File: src/rtl/cal_pkg.sv
package cal_pkg;

  localparam int unsigned NUM_FIELDS = 7;
  localparam int unsigned DATA_W     = 12;

  typedef enum logic [2:0] {
    SEL_SEC  = 3'd0,
    SEL_MIN  = 3'd1,
    SEL_HOUR = 3'd2,
    SEL_WDAY = 3'd3,
    SEL_MDAY = 3'd4,
    SEL_MON  = 3'd5,
    SEL_YEAR = 3'd6,
    SEL_NONE = 3'd7
  } field_sel_e;

  // Per-field storage width, reset/wrap value and wrap threshold (BCD).
  localparam int unsigned FIELD_W [NUM_FIELDS] = '{7, 7, 6, 3, 6, 5, 12};
  localparam logic [DATA_W-1:0] FIELD_BASE [NUM_FIELDS] =
    '{12'h000, 12'h000, 12'h000, 12'h000, 12'h001, 12'h001, 12'h000};
  localparam logic [DATA_W-1:0] FIELD_LIM [NUM_FIELDS] =
    '{12'h059, 12'h059, 12'h023, 12'h006, 12'h031, 12'h012, 12'h999};

  function automatic logic [DATA_W-1:0] bcd_inc(input logic [DATA_W-1:0] v);
    logic [DATA_W-1:0] r;
    logic c;
    r = v;
    c = 1'b1;
    for (int d = 0; d < DATA_W / 4; d++) begin
      if (c) begin
        if (r[d*4+:4] >= 4'd9) begin
          r[d*4+:4] = 4'd0;
        end else begin
          r[d*4+:4] = r[d*4+:4] + 4'd1;
          c = 1'b0;
        end
      end
    end
    return r;
  endfunction

endpackage

File: src/rtl/cal_prescaler.sv
module cal_prescaler #(
  parameter int unsigned REF_PER_SEC = 32768
) (
  input  logic clk_i,
  input  logic rst_ni,
  input  logic en_i,
  output logic sec_tick_o
);
  localparam int unsigned CW = (REF_PER_SEC > 2) ? $clog2(REF_PER_SEC) : 1;
  localparam logic [CW-1:0] LAST = CW'(REF_PER_SEC - 1);

  logic [CW-1:0] cnt_q;

  assign sec_tick_o = en_i && (cnt_q == LAST);

  always_ff @(posedge clk_i or negedge rst_ni) begin
    if (!rst_ni)         cnt_q <= '0;
    else if (!en_i)      cnt_q <= '0;
    else if (sec_tick_o) cnt_q <= '0;
    else                 cnt_q <= cnt_q + 1'b1;
  end
endmodule

File: src/rtl/cal_month_len.sv
module cal_month_len (
  input  logic [4:0]  mon_i,
  input  logic [11:0] year_i,
  output logic [5:0]  len_o
);
  logic [3:0] units, tens, hund;
  logic div4, century, div400, leap;

  assign units = year_i[3:0];
  assign tens  = year_i[7:4];
  assign hund  = year_i[11:8];

  // Divisibility read from the decimal digits directly.
  assign div4    = tens[0] ? (units == 4'd2 || units == 4'd6)
                           : (units == 4'd0 || units == 4'd4 || units == 4'd8);
  assign century = (year_i[7:0] == 8'h00);
  assign div400  = (hund == 4'd0 || hund == 4'd4 || hund == 4'd8);
  assign leap    = div4 && (!century || div400);

  always_comb begin
    unique case (mon_i)
      5'h02:                      len_o = leap ? 6'h29 : 6'h28;
      5'h04, 5'h06, 5'h09, 5'h11: len_o = 6'h30;
      default:                    len_o = 6'h31;
    endcase
  end
endmodule

File: src/rtl/cal_field.sv
module cal_field #(
  parameter int unsigned WIDTH = 7,
  parameter logic [11:0] BASE  = 12'h000
) (
  input  logic             clk_i,
  input  logic             rst_ni,
  input  logic             inc_i,
  input  logic             wrap_i,
  input  logic             wr_i,
  input  logic [WIDTH-1:0] wr_data_i,
  output logic [WIDTH-1:0] val_o
);
  import cal_pkg::*;

  logic [WIDTH-1:0] val_q, val_d;
  logic [DATA_W-1:0] stepped;

  assign stepped = bcd_inc(DATA_W'(val_q));

  always_comb begin
    val_d = val_q;
    if (wr_i)        val_d = wr_data_i;
    else if (inc_i)  val_d = wrap_i ? WIDTH'(BASE) : WIDTH'(stepped);
  end

  always_ff @(posedge clk_i or negedge rst_ni) begin
    if (!rst_ni) val_q <= WIDTH'(BASE);
    else         val_q <= val_d;
  end

  assign val_o = val_q;
endmodule

File: src/rtl/bcd_calendar.sv
module bcd_calendar
  import cal_pkg::*;
#(
  parameter int unsigned REF_PER_SEC = 32768
) (
  input  logic        clk_i,
  input  logic        rst_ni,
  input  logic        en_i,
  input  logic        wr_en_i,
  input  logic [2:0]  wr_sel_i,
  input  logic [11:0] wr_data_i,
  input  logic [2:0]  rd_sel_i,
  output logic [11:0] rd_data_o,
  output logic        tick_o,
  output logic [6:0]  sec_o,
  output logic [6:0]  min_o,
  output logic [5:0]  hour_o,
  output logic [2:0]  wday_o,
  output logic [5:0]  mday_o,
  output logic [4:0]  mon_o,
  output logic [11:0] year_o
);
  logic              sec_tick;
  logic              tick_q;
  logic              wr_go;
  logic [5:0]        mday_lim;
  logic [NUM_FIELDS-1:0] inc, at_lim, wr_hit;
  logic [DATA_W-1:0] fld [NUM_FIELDS];
  logic [DATA_W-1:0] lim [NUM_FIELDS];

  cal_prescaler #(.REF_PER_SEC(REF_PER_SEC)) u_presc (
    .clk_i      (clk_i),
    .rst_ni     (rst_ni),
    .en_i       (en_i),
    .sec_tick_o (sec_tick)
  );

  cal_month_len u_mlen (
    .mon_i  (fld[SEL_MON][4:0]),
    .year_i (fld[SEL_YEAR]),
    .len_o  (mday_lim)
  );

  assign wr_go = en_i && wr_en_i;

  // Carry chain; day of week and day of month share the hour wrap.
  assign inc[0] = sec_tick;
  assign inc[1] = inc[0] && at_lim[0];
  assign inc[2] = inc[1] && at_lim[1];
  assign inc[3] = inc[2] && at_lim[2];
  assign inc[4] = inc[3];
  assign inc[5] = inc[4] && at_lim[4];
  assign inc[6] = inc[5] && at_lim[5];

  for (genvar g = 0; g < NUM_FIELDS; g++) begin : g_fld
    localparam int unsigned W = FIELD_W[g];
    logic [W-1:0] v;

    if (g == int'(SEL_MDAY)) begin : g_dyn
      assign lim[g] = DATA_W'(mday_lim);
    end else begin : g_fix
      assign lim[g] = FIELD_LIM[g];
    end

    assign at_lim[g] = (fld[g] >= lim[g]);
    assign wr_hit[g] = wr_go && (wr_sel_i == 3'(g));

    cal_field #(.WIDTH(W), .BASE(FIELD_BASE[g])) u_field (
      .clk_i     (clk_i),
      .rst_ni    (rst_ni),
      .inc_i     (inc[g]),
      .wrap_i    (at_lim[g]),
      .wr_i      (wr_hit[g]),
      .wr_data_i (wr_data_i[W-1:0]),
      .val_o     (v)
    );

    assign fld[g] = DATA_W'(v);
  end

  always_ff @(posedge clk_i or negedge rst_ni) begin
    if (!rst_ni) tick_q <= 1'b0;
    else         tick_q <= sec_tick;
  end

  always_comb begin
    unique case (field_sel_e'(rd_sel_i))
      SEL_SEC:  rd_data_o = fld[0];
      SEL_MIN:  rd_data_o = fld[1];
      SEL_HOUR: rd_data_o = fld[2];
      SEL_WDAY: rd_data_o = fld[3];
      SEL_MDAY: rd_data_o = fld[4];
      SEL_MON:  rd_data_o = fld[5];
      SEL_YEAR: rd_data_o = fld[6];
      default:  rd_data_o = '0;
    endcase
  end

  assign tick_o = tick_q;
  assign sec_o  = fld[0][6:0];
  assign min_o  = fld[1][6:0];
  assign hour_o = fld[2][5:0];
  assign wday_o = fld[3][2:0];
  assign mday_o = fld[4][5:0];
  assign mon_o  = fld[5][4:0];
  assign year_o = fld[6];
endmodule

File: config.mk
export PLATFORM = sky130hd
export DESIGN_NAME = bcd_calendar
export DESIGN_NICKNAME = d
export VERILOG_FILES = /design/src/rtl/cal_pkg.sv /design/src/rtl/cal_prescaler.sv /design/src/rtl/cal_month_len.sv /design/src/rtl/cal_field.sv /design/src/rtl/bcd_calendar.sv
export SDC_FILE = /design/constraint.sdc
export NUM_CORES = 1
export LEC_CHECK = 0
export BUFFER_PORTS_ARGS = -buffer_cell sky130_fd_sc_hd__buf_4
export CORE_MARGIN = 1
export CORE_UTILIZATION = 30
export DETAILED_ROUTE_END_ITERATION = 7
export GPL_TIMING_DRIVEN = 0
export PLACE_DENSITY = 0.52
export SLEW_MARGIN = 20
export SYNTH_ARGS = -nofsm -noshare
export SYNTH_HDL_FRONTEND = slang
export SYNTH_SLANG_ARGS = --single-unit
File: constraint.sdc
create_clock -name clk_i -period 11.9 [get_ports clk_i]
set_clock_uncertainty 0.15 [all_clocks]
set_input_delay 2.38 -clock clk_i [delete_from_list [all_inputs] [get_ports clk_i]]
set_output_delay 2.38 -clock clk_i [all_outputs]
set_load 0.03 [all_outputs]
# ---- Yosys cells after proc, flatten, opt, wreduce, memory -nomap -nowiden
# Index checks and enable logic that the tools add are counted.
dict set report totals {
  regBits 62
  output_inout_bits 59
  wordCells 181
}
dict set report op_classes {
  eq_ne 24
  n_reduce_logical 49
  add_sub_neg 15
  muxes 56
  magnitude_cmp 21
}
# cell count
set ops {}
lappend ops {{$pmux W12 S7} 1}
lappend ops {{$mux W7} 6}
lappend ops {{$mux W4} 10}
lappend ops {{$mux W12} 3}
lappend ops {{$mux W6} 6}
lappend ops {{$add A4 B1 Y4 const B} 8}
lappend ops {{$ge A4 B4 Y1 const B} 8}
lappend ops {{$mux W15} 2}
lappend ops {{$mux W3} 8}
lappend ops {{$reduce_bool A3 Y1} 7}
lappend ops {{$eq A3 B3 Y1 const B} 6}
lappend ops {{$add A15 B1 Y15 const B} 1}
lappend ops {{$eq A15 B15 Y1 const B} 1}
lappend ops {{$logic_and A1 B1 Y1} 15}
lappend ops {{$mux W5} 3}
lappend ops {{$ge A7 B7 Y1 const B} 2}
lappend ops {{$reduce_and A2 Y1} 7}
lappend ops {{$reduce_bool A2 Y1} 7}
lappend ops {{$eq A3 B2 Y1 const B} 4}
lappend ops {{$eq A4 B3 Y1 const B} 3}
lappend ops {{$ge A12 B12 Y1 const B} 1}
lappend ops {{$ge A3 B4 Y1 const B} 3}
lappend ops {{$mux W1} 12}
lappend ops {{$pmux W6 S2} 1}
lappend ops {{other kinds (23)} 40}

# ---- Longest topological paths before layout
# Gate-level depths: netlist of run 1.
dict set report logic_depth {
  ltp_word 12
  ltp_mapped 13
  mapped_depth_nobuf 12
}

# ---- By module
# Synthesis of run 1 repeated with hierarchy kept, for this count alone.
dict set report hier_totals {
  cells_unflattened 564
  hier_area_um2 4983.5
}
# mod n_inst area_per_inst_um2 seq_area_each_um2 cells_each
set by_module_without_submodules {}
lappend by_module_without_submodules {{cal_field at g_fld[0].u_field ...} 2 485.5 175.2 50}
lappend by_module_without_submodules {{cal_field at g_fld[6].u_field} 1 894.6 300.3 102}
lappend by_module_without_submodules {bcd_calendar 1 772.0 25.0 105}
lappend by_module_without_submodules {cal_prescaler 1 754.5 375.4 76}
lappend by_module_without_submodules {{cal_field at g_fld[2].u_field} 1 470.5 150.1 55}
lappend by_module_without_submodules {{cal_field at g_fld[4].u_field} 1 432.9 151.4 48}
lappend by_module_without_submodules {{cal_field at g_fld[5].u_field} 1 364.1 126.4 38}
lappend by_module_without_submodules {{cal_field at g_fld[3].u_field} 1 186.4 75.1 18}
lappend by_module_without_submodules {cal_month_len 1 137.6 0.0 22}

# ---- Worst setup path after synthesis of run 1
# OpenSTA, ideal clock, no wires.
dict set report synth_path {
  path_kind {input port to output port}
  startpoint {input port rd_sel_i[0]}
  endpoint {output port rd_data_o[6]}
  cell_stages 4
  arrival_ns 3.871
  slack_ns 5.499
  path_buffers 2
  required_ns 9.370
  path_cell_list {clkbuf_1 -> buf_1 -> mux2i_1 -> o31ai_1}
}
dict set report synth_via {
  elab_chain_cells 2
  elab_cells_between_ends 8
  cone_classes {eq/ne (6); mux (1); reduce/logical (1)}
}
# element line
set synth_rtl {}
lappend synth_rtl {{start: declaration} bcd_calendar.sv:12} ;# input logic [2:0] rd_sel_i,
lappend synth_rtl {{$eq A3 B3 Y1, or another cell as far along} bcd_calendar.sv:87} ;# unique case (field_sel_e'(rd_sel_i))
lappend synth_rtl {{$pmux W12 S7 (*)} bcd_calendar.sv:87}
lappend synth_rtl {{end: declaration} bcd_calendar.sv:13} ;# output logic [11:0] rd_data_o,
# Every way passes the cells marked *; elsewhere a longest branch is shown, timed or not.

# ---- Final worst setup path of run 1
# Same ends and word-level chain as after synthesis.

==> results of run 1 <==
==> layout make-up <==
class                   count  share of cell area
plain buffers              20              0.0147
clock buffers              11              0.0432
clock inverters             4              0.0120
inverters                  35              0.0224
multi-input cells         420               0.501
flip-flops and latches     62               0.265
well taps                 211              0.0451
repair buffers             75              0.0962
==> routing by layer <==
layer / vias to the layer above / global-route usage / wire length [µm] / part of all wire
li1: 2138 / - / - / -
met1: 2158 / 0.262 / 7180 / 0.47
met2: 131 / 0.309 / 6990 / 0.46
met3: 21 / 0.0385 / 751 / 0.049
met4: 0 / 0.0602 / 279 / 0.018
met5: - / 0 / 0 / 0
==> stage by stage <==
step / utilization / total power (µW)
after detailed placement: 0.363 / 798
final: 0.384 / 1090
after floorplan: - / 619
after global placement: 0.363 / 788
after CTS: 0.384 / 1090
after global routing: 0.384 / 1150
==> flip-flops by register name, indices dropped and copies added, names as in the netlist <==
name	count
g_fld.u_field.val_o	46
tick_o	1
u_presc.cnt_q	15
==> critical path, cell delays in order <==
cell	delay (ns)
sky130_fd_sc_hd__buf_4	0.09
sky130_fd_sc_hd__clkbuf_1	0.39
sky130_fd_sc_hd__buf_1	0.43
sky130_fd_sc_hd__mux2i_1	0.17
sky130_fd_sc_hd__o31ai_1	0.41
sky130_fd_sc_hd__buf_4	0.25
==> cells by family after synthesis <==
group                      after synthesis
adders and majority gates               41
muxes                                   22
and+or+nand+nor                        204
buffers and inverters                   55
DFF                                     62
xor gates and xnor gates                15
AOI/OAI and AO/OA                      138
==> power by group through the flow <==
stage	combinational (µW)	clock [µW]	sequential (µW)
6_report	444	292	351
5_1_grt	485	307	361
4_1_cts	446	297	350
3_5_place_dp	444	0	354
3_3_place_gp	435	0	353
2_1_floorplan	214	0	405
==> worst paths after layout <==
| kind | startpoint | end | slack (ns) | depth (start not counted) |
|---|---|---|---|---|
| hold reg to reg | u_presc.cnt_q[0] | u_presc.cnt_q[0] | 0.35 | 1 |
| hold / removal | u_presc.cnt_q[0] | u_presc.cnt_q[0] | 0.35 | 1 |
| max in group asynchronous | rst_ni | g_fld[6].u_field.val_o[11] | 9.06 | 1 |
| setup / recovery | rd_sel_i[0] | rd_data_o[6] | 5.24 | 6 |
| setup reg to reg | g_fld[6].u_field.val_o[4] | g_fld[6].u_field.val_o[8] | 7.03 | 12 |
| min in group asynchronous | rst_ni | g_fld[2].u_field.val_o[5] | 1.99 | 1 |
==> cell usage in the layout (no fill, tap or decap), drive strengths merged, types with 8 or more instances in the layout <==
cell type	n
nor2	53
nand2	38
nand3	22
xor2	11
and2	13
o31ai	9
nor3	15
inv	35
buf	82
o21ai	31
ha	41
clkbuf	24
a21oi	29
mux2i	16
nor2b	8
dfrtp	60
a31oi	8
==> synthesized netlist by cell type, types with 5 or more instances <==
cell type                   n  area [µm²]
sky130_fd_sc_hd__dfrtp_1   60        1500
sky130_fd_sc_hd__nor2_1    53         199
sky130_fd_sc_hd__ha_1      41         513
sky130_fd_sc_hd__nand2_1   38         143
sky130_fd_sc_hd__inv_1     35         131
sky130_fd_sc_hd__o21ai_0   30         150
sky130_fd_sc_hd__a21oi_1   28         140
sky130_fd_sc_hd__nand3_1   22         110
sky130_fd_sc_hd__mux2i_1   16         160
sky130_fd_sc_hd__nor3_1    15        75.1
sky130_fd_sc_hd__and2_1    13        81.3
sky130_fd_sc_hd__clkbuf_1  13        48.8
sky130_fd_sc_hd__xor2_1    11        96.3
sky130_fd_sc_hd__o31ai_1    9        67.6
sky130_fd_sc_hd__a31oi_1    8        50.1
sky130_fd_sc_hd__nor2b_1    8        50.1
sky130_fd_sc_hd__a221o_1    7        70.1
sky130_fd_sc_hd__a22oi_1    7        52.6
sky130_fd_sc_hd__and3_1     7        43.8
sky130_fd_sc_hd__nor3b_1    7        52.6
sky130_fd_sc_hd__mux2_2     5        56.3
==> results.py, run 1 <==
metrics = {
    "placement": {
        "placed_cells_incl_taps": 823,
        "placedInstanceArea_um2": 5530,
        "preCtsSetupSlack_ns": 5.31,
        "gpl.final_weighted_congestion": 0.900,
        "port_buffers": 75,
        "detailed_place_hpwl_mm": 11.2,
    },
    "yosys": {
        "synthXorXnorAreaFrac": 0.0279,
        "yosysUniqueCellTypes": 75,
        "synth_top_family_by_area": "simple AND/OR/NAND/NOR gates",
        "ys_seq_elements": 62,
        "synthCells": 537,
        "synth_compound_gate_area_share": 0.200,
        "mappedNetlistArea_um2": 4710,
        "ys.flop_type": "sky130_fd_sc_hd__dfrtp_1",
        "synthAdderAreaFrac": 0.109,
        "synth_seq_area_share": 0.330,
        "ys.warnings.count": 0,
        "synthMuxAreaShare": 0.0508,
        "synth_enable_flop_cells": 0,
        "syn-num-nets": 600,
        "synth_async_sr_flop_share": 1.00,
        "synthSimpleGateAreaFrac": 0.236,
        "synthesis.area_per_instance_um2": 8.76,
    },
    "floorplanning": {
        "y_dimension_of_the_die_um": 127,
        "fp-row-count": 45,
        "initial_utilization": 0.308,
        "die-area_um2": 16200,
        "core_area_um2": 15300,
        "design.portCount": 81,
        "horizontal_die_dimension_um": 127,
    },
    "cells_and_area": {
        "layout.area.seq_um2": 1550,
        "finalNetCount": 686,
        "fin_cells": 838,
        "drive_above_1_share": 0.187,
        "areaGrowthSynthToFinish_pct": 24.4,
        "multi_input_comb_area_um2": 2930,
        "finalInstanceArea_um2": 5860,
        "num_antenna_cells": 0,
        "nFillCells": 1539,
    },
    "global_route": {
        "global_route_wire_length_before_repair_mm": 23.7,
        "global_route.overflow_total": 0,
        "grt_antenna_before_repair": 0,
        "grt_max_degree": 63,
        "vias_in_the_first_global_route": 4271,
        "grt.total_usage": 0.193,
    },
    "flow_run": {
        "max-cap-violations": 0,
    },
    "sta": {
        "maxSlewViolCount": 0,
        "worst-slew-pin-transition_ns": 1.03,
        "final.hold.worst_slack_ns": 0.346,
        "setup_tns_ns": 0,
        "post-route-worst-setup-slack_ns": 5.24,
        "report.final.hold_viol_count": 0,
        "period_needed_ns": 6.66,
        "grt_setup_unrepaired": "no",
        "fin_crit_sh": 0.559,
        "max_frequency_mhz": 150,
        "setup_viol": 0,
        "slew_headroom": 0.310,
    },
    "clock_tree": {
        "clock_tree.buffer_depth": 2,
        "hold_bufs_inserted_after_cts": 0,
        "clock_insertion_delay_worst_skew_ns": 0.34,
        "cts_setup_buffers": 0,
        "clock_sinks": 62,
        "worst_setup_hold_path_clk_slew_ns": 0.05,
        "tritoncts": "done",
        "post_cts.resized_instances": 0,
        "cts_root_buf": "sky130_fd_sc_hd__clkbuf_16",
        "htree_levels": 3,
        "cts_inserted_buffers": 9,
    },
    "power_and_ir_drop": {
        "cell_internal_pwr_uw": 622,
        "ir_drop_uv": 66.4,
        "power.switching_fraction": 0.428,
        "p_comb_frac": 0.409,
        "lkg_pwr_uw": 0.00263,
        "seqPwrFrac": 0.323,
        "power_frac_clock": 0.268,
        "power.switching_uw": 466,
        "powerDensity_nw_per_um2": 186,
    },
    "worst_setup_path": {
        "worst_ep_arrival_time_ns": 4.13,
        "worst_setup_path_end_kind": "primary output",
        "setup.worst_path.class": "in -> out",
        "crit_path_max_fanout": 10,
        "cp-start-kind": "primary input",
        "wp_data_required_ns": 9.37,
    },
    "worst_hold_path": {
        "path_type_of_the_worst_min_delay_path": "reg -> reg",
    },
    "routing": {
        "num_vias": 4448,
        "firstDrtPassIters": 4,
        "drt_iter0_markers": 313,
        "drc": 0,
        "vias_per_cell": 5.31,
        "detail-route-antenna-nets": 0,
        "wire_per_inst_um": 18.1,
        "postRouteWirelength_mm": 15.2,
    },
    "outcome": {
        "status": "finished, final reports clean",
    },
}
(Power assumes the default switching activity.)
==> run 2: changes to the inputs <==
--- a/config.mk
+++ b/config.mk
@@ -10,7 +10,7 @@
 export CORE_UTILIZATION = 30
 export DETAILED_ROUTE_END_ITERATION = 7
 export GPL_TIMING_DRIVEN = 0
-export PLACE_DENSITY = 0.52
+export PLACE_DENSITY = 0.54
 export SLEW_MARGIN = 20
 export SYNTH_ARGS = -nofsm -noshare
 export SYNTH_HDL_FRONTEND = slang
==> constraint.sdc (replaced) <==
create_clock -name clk_i -period 5.35 [get_ports clk_i]
set_clock_uncertainty 0.15 [all_clocks]
set_input_delay 1.07 -clock clk_i [delete_from_list [all_inputs] [get_ports clk_i]]
set_output_delay 1.07 -clock clk_i [all_outputs]
set_load 0.03 [all_outputs]
==> run 2 against run 1 <==
- die area did not move
- combinational power rose by 120%
- register-to-register slack got worse by 6.6 ns
- non-clock buffer count did not move
- global-route usage rose by 0.32 points
- sequential power rose by 120%
- worst setup slack got worse by 4.8 ns
- routed wire length rose by 0.72%
- critical path depth rose by 6
- largest power group unchanged
==> results.py, run 2 (synthesis results as in run 1) <==
metrics = {
    "sta": {
        "max_frequency_mhz": 204,
        "fin_crit_sh": 0.915,
        "slew_headroom": 0.221,
        "setup_viol": 0,
        "period_needed_ns": 4.90,
        "grt_setup_unrepaired": "no",
        "report.final.hold_viol_count": 0,
        "setup_tns_ns": 0,
        "worst-slew-pin-transition_ns": 1.16,
        "maxSlewViolCount": 0,
    },
    "global_route": {
        "grt_max_degree": 63,
        "grt_antenna_before_repair": 0,
        "global_route.overflow_total": 0,
        "vias_in_the_first_global_route": 4473,
        "grt.total_usage": 0.196,
        "global_route_wire_length_before_repair_mm": 24.2,
    },
    "flow_run": {
        "max-cap-violations": 0,
    },
    "cells_and_area": {
        "largest_register_ff_count": 46,
        "final_cell_mix": "75 x sky130_fd_sc_hd__buf_4, 60 x sky130_fd_sc_hd__dfrtp_1, 53 x sky130_fd_sc_hd__nor2_1",
        "num_antenna_cells": 0,
        "areaGrowthSynthToFinish_pct": 25.0,
        "drive_above_1_share": 0.186,
        "mostFrequentLayoutCell": "sky130_fd_sc_hd__buf_4",
        "nFillCells": 1567,
        "finalNetCount": 686,
        "finalCoreUtilization": 0.385,
    },
    "outcome": {
        "status": "finished, final reports clean",
    },
    "placement": {
        "detailed_place_hpwl_mm": 11.2,
        "port_buffers": 75,
        "gpl.final_weighted_congestion": 0.867,
    },
    "clock_tree": {
        "cts_root_buf": "sky130_fd_sc_hd__clkbuf_16",
        "tritoncts": "done",
        "post_cts.resized_instances": 0,
        "clock_sinks": 62,
        "htree_levels": 3,
        "cts_inserted_buffers": 9,
        "hold_bufs_inserted_after_cts": 0,
        "clock_tree.buffer_depth": 2,
        "cts_setup_buffers": 0,
        "worst_setup_hold_path_clk_slew_ns": 0.06,
        "clock_insertion_delay_worst_skew_ns": 0.34,
    },
    "routing": {
        "top_layer_used": "met4",
        "num_vias": 4560,
        "detail-route-antenna-nets": 0,
        "met2WireLength_mm": 7.12,
        "wire_per_inst_um": 18.3,
        "wirelength_met1_mm": 7.21,
        "drc": 0,
        "drt_iter0_markers": 327,
        "postRouteWirelength_mm": 15.3,
        "met3RoutedLength_um": 706,
        "firstDrtPassIters": 5,
        "vias_per_cell": 5.44,
    },
    "power_and_ir_drop": {
        "seqPwrFrac": 0.317,
        "powerDensity_nw_per_um2": 420,
        "ir_drop_uv": 159,
        "power.switching_fraction": 0.424,
        "power_frac_clock": 0.281,
        "lkg_pwr_uw": 0.00264,
        "power.switching_uw": 1050,
        "cell_internal_pwr_uw": 1420,
        "p_comb_frac": 0.402,
    },
    "floorplanning": {
        "horizontal_die_dimension_um": 127,
        "y_dimension_of_the_die_um": 127,
        "fp-row-count": 45,
        "die-area_um2": 16200,
        "design.portCount": 81,
        "initial_utilization": 0.308,
        "core_area_um2": 15300,
    },
    "worst_setup_path": {
        "worstSetupStartpoint": "g_fld[6].u_field.val_o[4]",
        "worst_setup_path_end_kind": "flip-flop",
        "cp-start-kind": "flip-flop",
        "worst_r2r_path_depth": 12,
        "worst_ep_arrival_time_ns": 4.97,
        "crit_path_max_fanout": 10,
        "setup.worst_path.class": "reg -> reg",
        "wp_data_required_ns": 5.42,
        "r2r_start": "g_fld[6].u_field.val_o[4]",
    },
    "worst_hold_path": {
        "path_type_of_the_worst_min_delay_path": "reg -> reg",
        "holdPathStages": 1,
        "hold_path.startpoint": "u_presc.cnt_q[0]",
    },
}
## run 2: metrics by stage
| stage | cell area (µm²) | hold WS, ns | std cells | setup WS, ns | power [µW] |
|---|---|---|---|---|---|
| floorplan | 4710 | 0.305 | 537 | 1.24 | 1380 |
| global placement | 5530 | 0.324 | 823 | 0.471 | 1750 |
| detailed placement | 5530 | 0.336 | 823 | 0.413 | 1780 |
| CTS | 5880 | 0.344 | 839 | 0.414 | 2480 |
| global route | 5880 | 0.372 | 839 | 0.234 | 2620 |
| finish | 5880 | 0.335 | 839 | 0.455 | 2470 |
## run 2: cell type report
type	count	area, µm²	area share
Buffer	20	86.3	0.0147
Clock buffer	11	243	0.0413
Clock inverter	5	106	0.0181
Inverter	35	131	0.0223
Multi-Input combinational cell	420	2930	0.499
Sequential cell	62	1550	0.264
Tap cell	211	264	0.0449
Timing Repair Buffer	75	563	0.0957
## run 2: worst paths after layout
check | slack, ns | end
max in group asynchronous | 3.81 | g_fld[4].u_field.val_o[2]
setup / recovery | 0.45 | g_fld[6].u_field.val_o[8]
hold reg to reg | 0.33 | u_presc.cnt_q[0]
setup reg to reg | 0.45 | g_fld[6].u_field.val_o[8]
min in group asynchronous | 0.68 | g_fld[1].u_field.val_o[4]
hold / removal | 0.33 | u_presc.cnt_q[0]
## run 2: power groups by stage
stage,clock network (µW),registers (µW),logic (µW)
6_report,694,785,994
5_1_grt,720,804,1100
4_1_cts,702,780,995
3_5_place_dp,0,787,990
3_3_place_gp,0,785,966
2_1_floorplan,0,902,475
## run 2: per-layer routing
| layer | vias up | track usage |
|---|---|---|
| met1 | 2255 | 0.263 |
| met2 | 130 | 0.316 |
| met3 | 27 | 0.0389 |
| li1 | 2148 | - |
| met5 | - | 0 |
| met4 | 0 | 0.0658 |
## run 2: critical path, cell delays in order (launching register included)
cell	delay [ns]
sky130_fd_sc_hd__dfrtp_1	0.51
sky130_fd_sc_hd__inv_1	0.17
sky130_fd_sc_hd__ha_1	0.15
sky130_fd_sc_hd__or4b_2	0.61
sky130_fd_sc_hd__a2111oi_0	0.62
sky130_fd_sc_hd__o32ai_1	0.17
sky130_fd_sc_hd__ha_1	0.29
sky130_fd_sc_hd__or4b_2	0.68
sky130_fd_sc_hd__a22oi_1	0.41
sky130_fd_sc_hd__a211oi_1	0.18
sky130_fd_sc_hd__a21oi_2	0.46
sky130_fd_sc_hd__nor4_1	0.10
sky130_fd_sc_hd__a221o_1	0.28
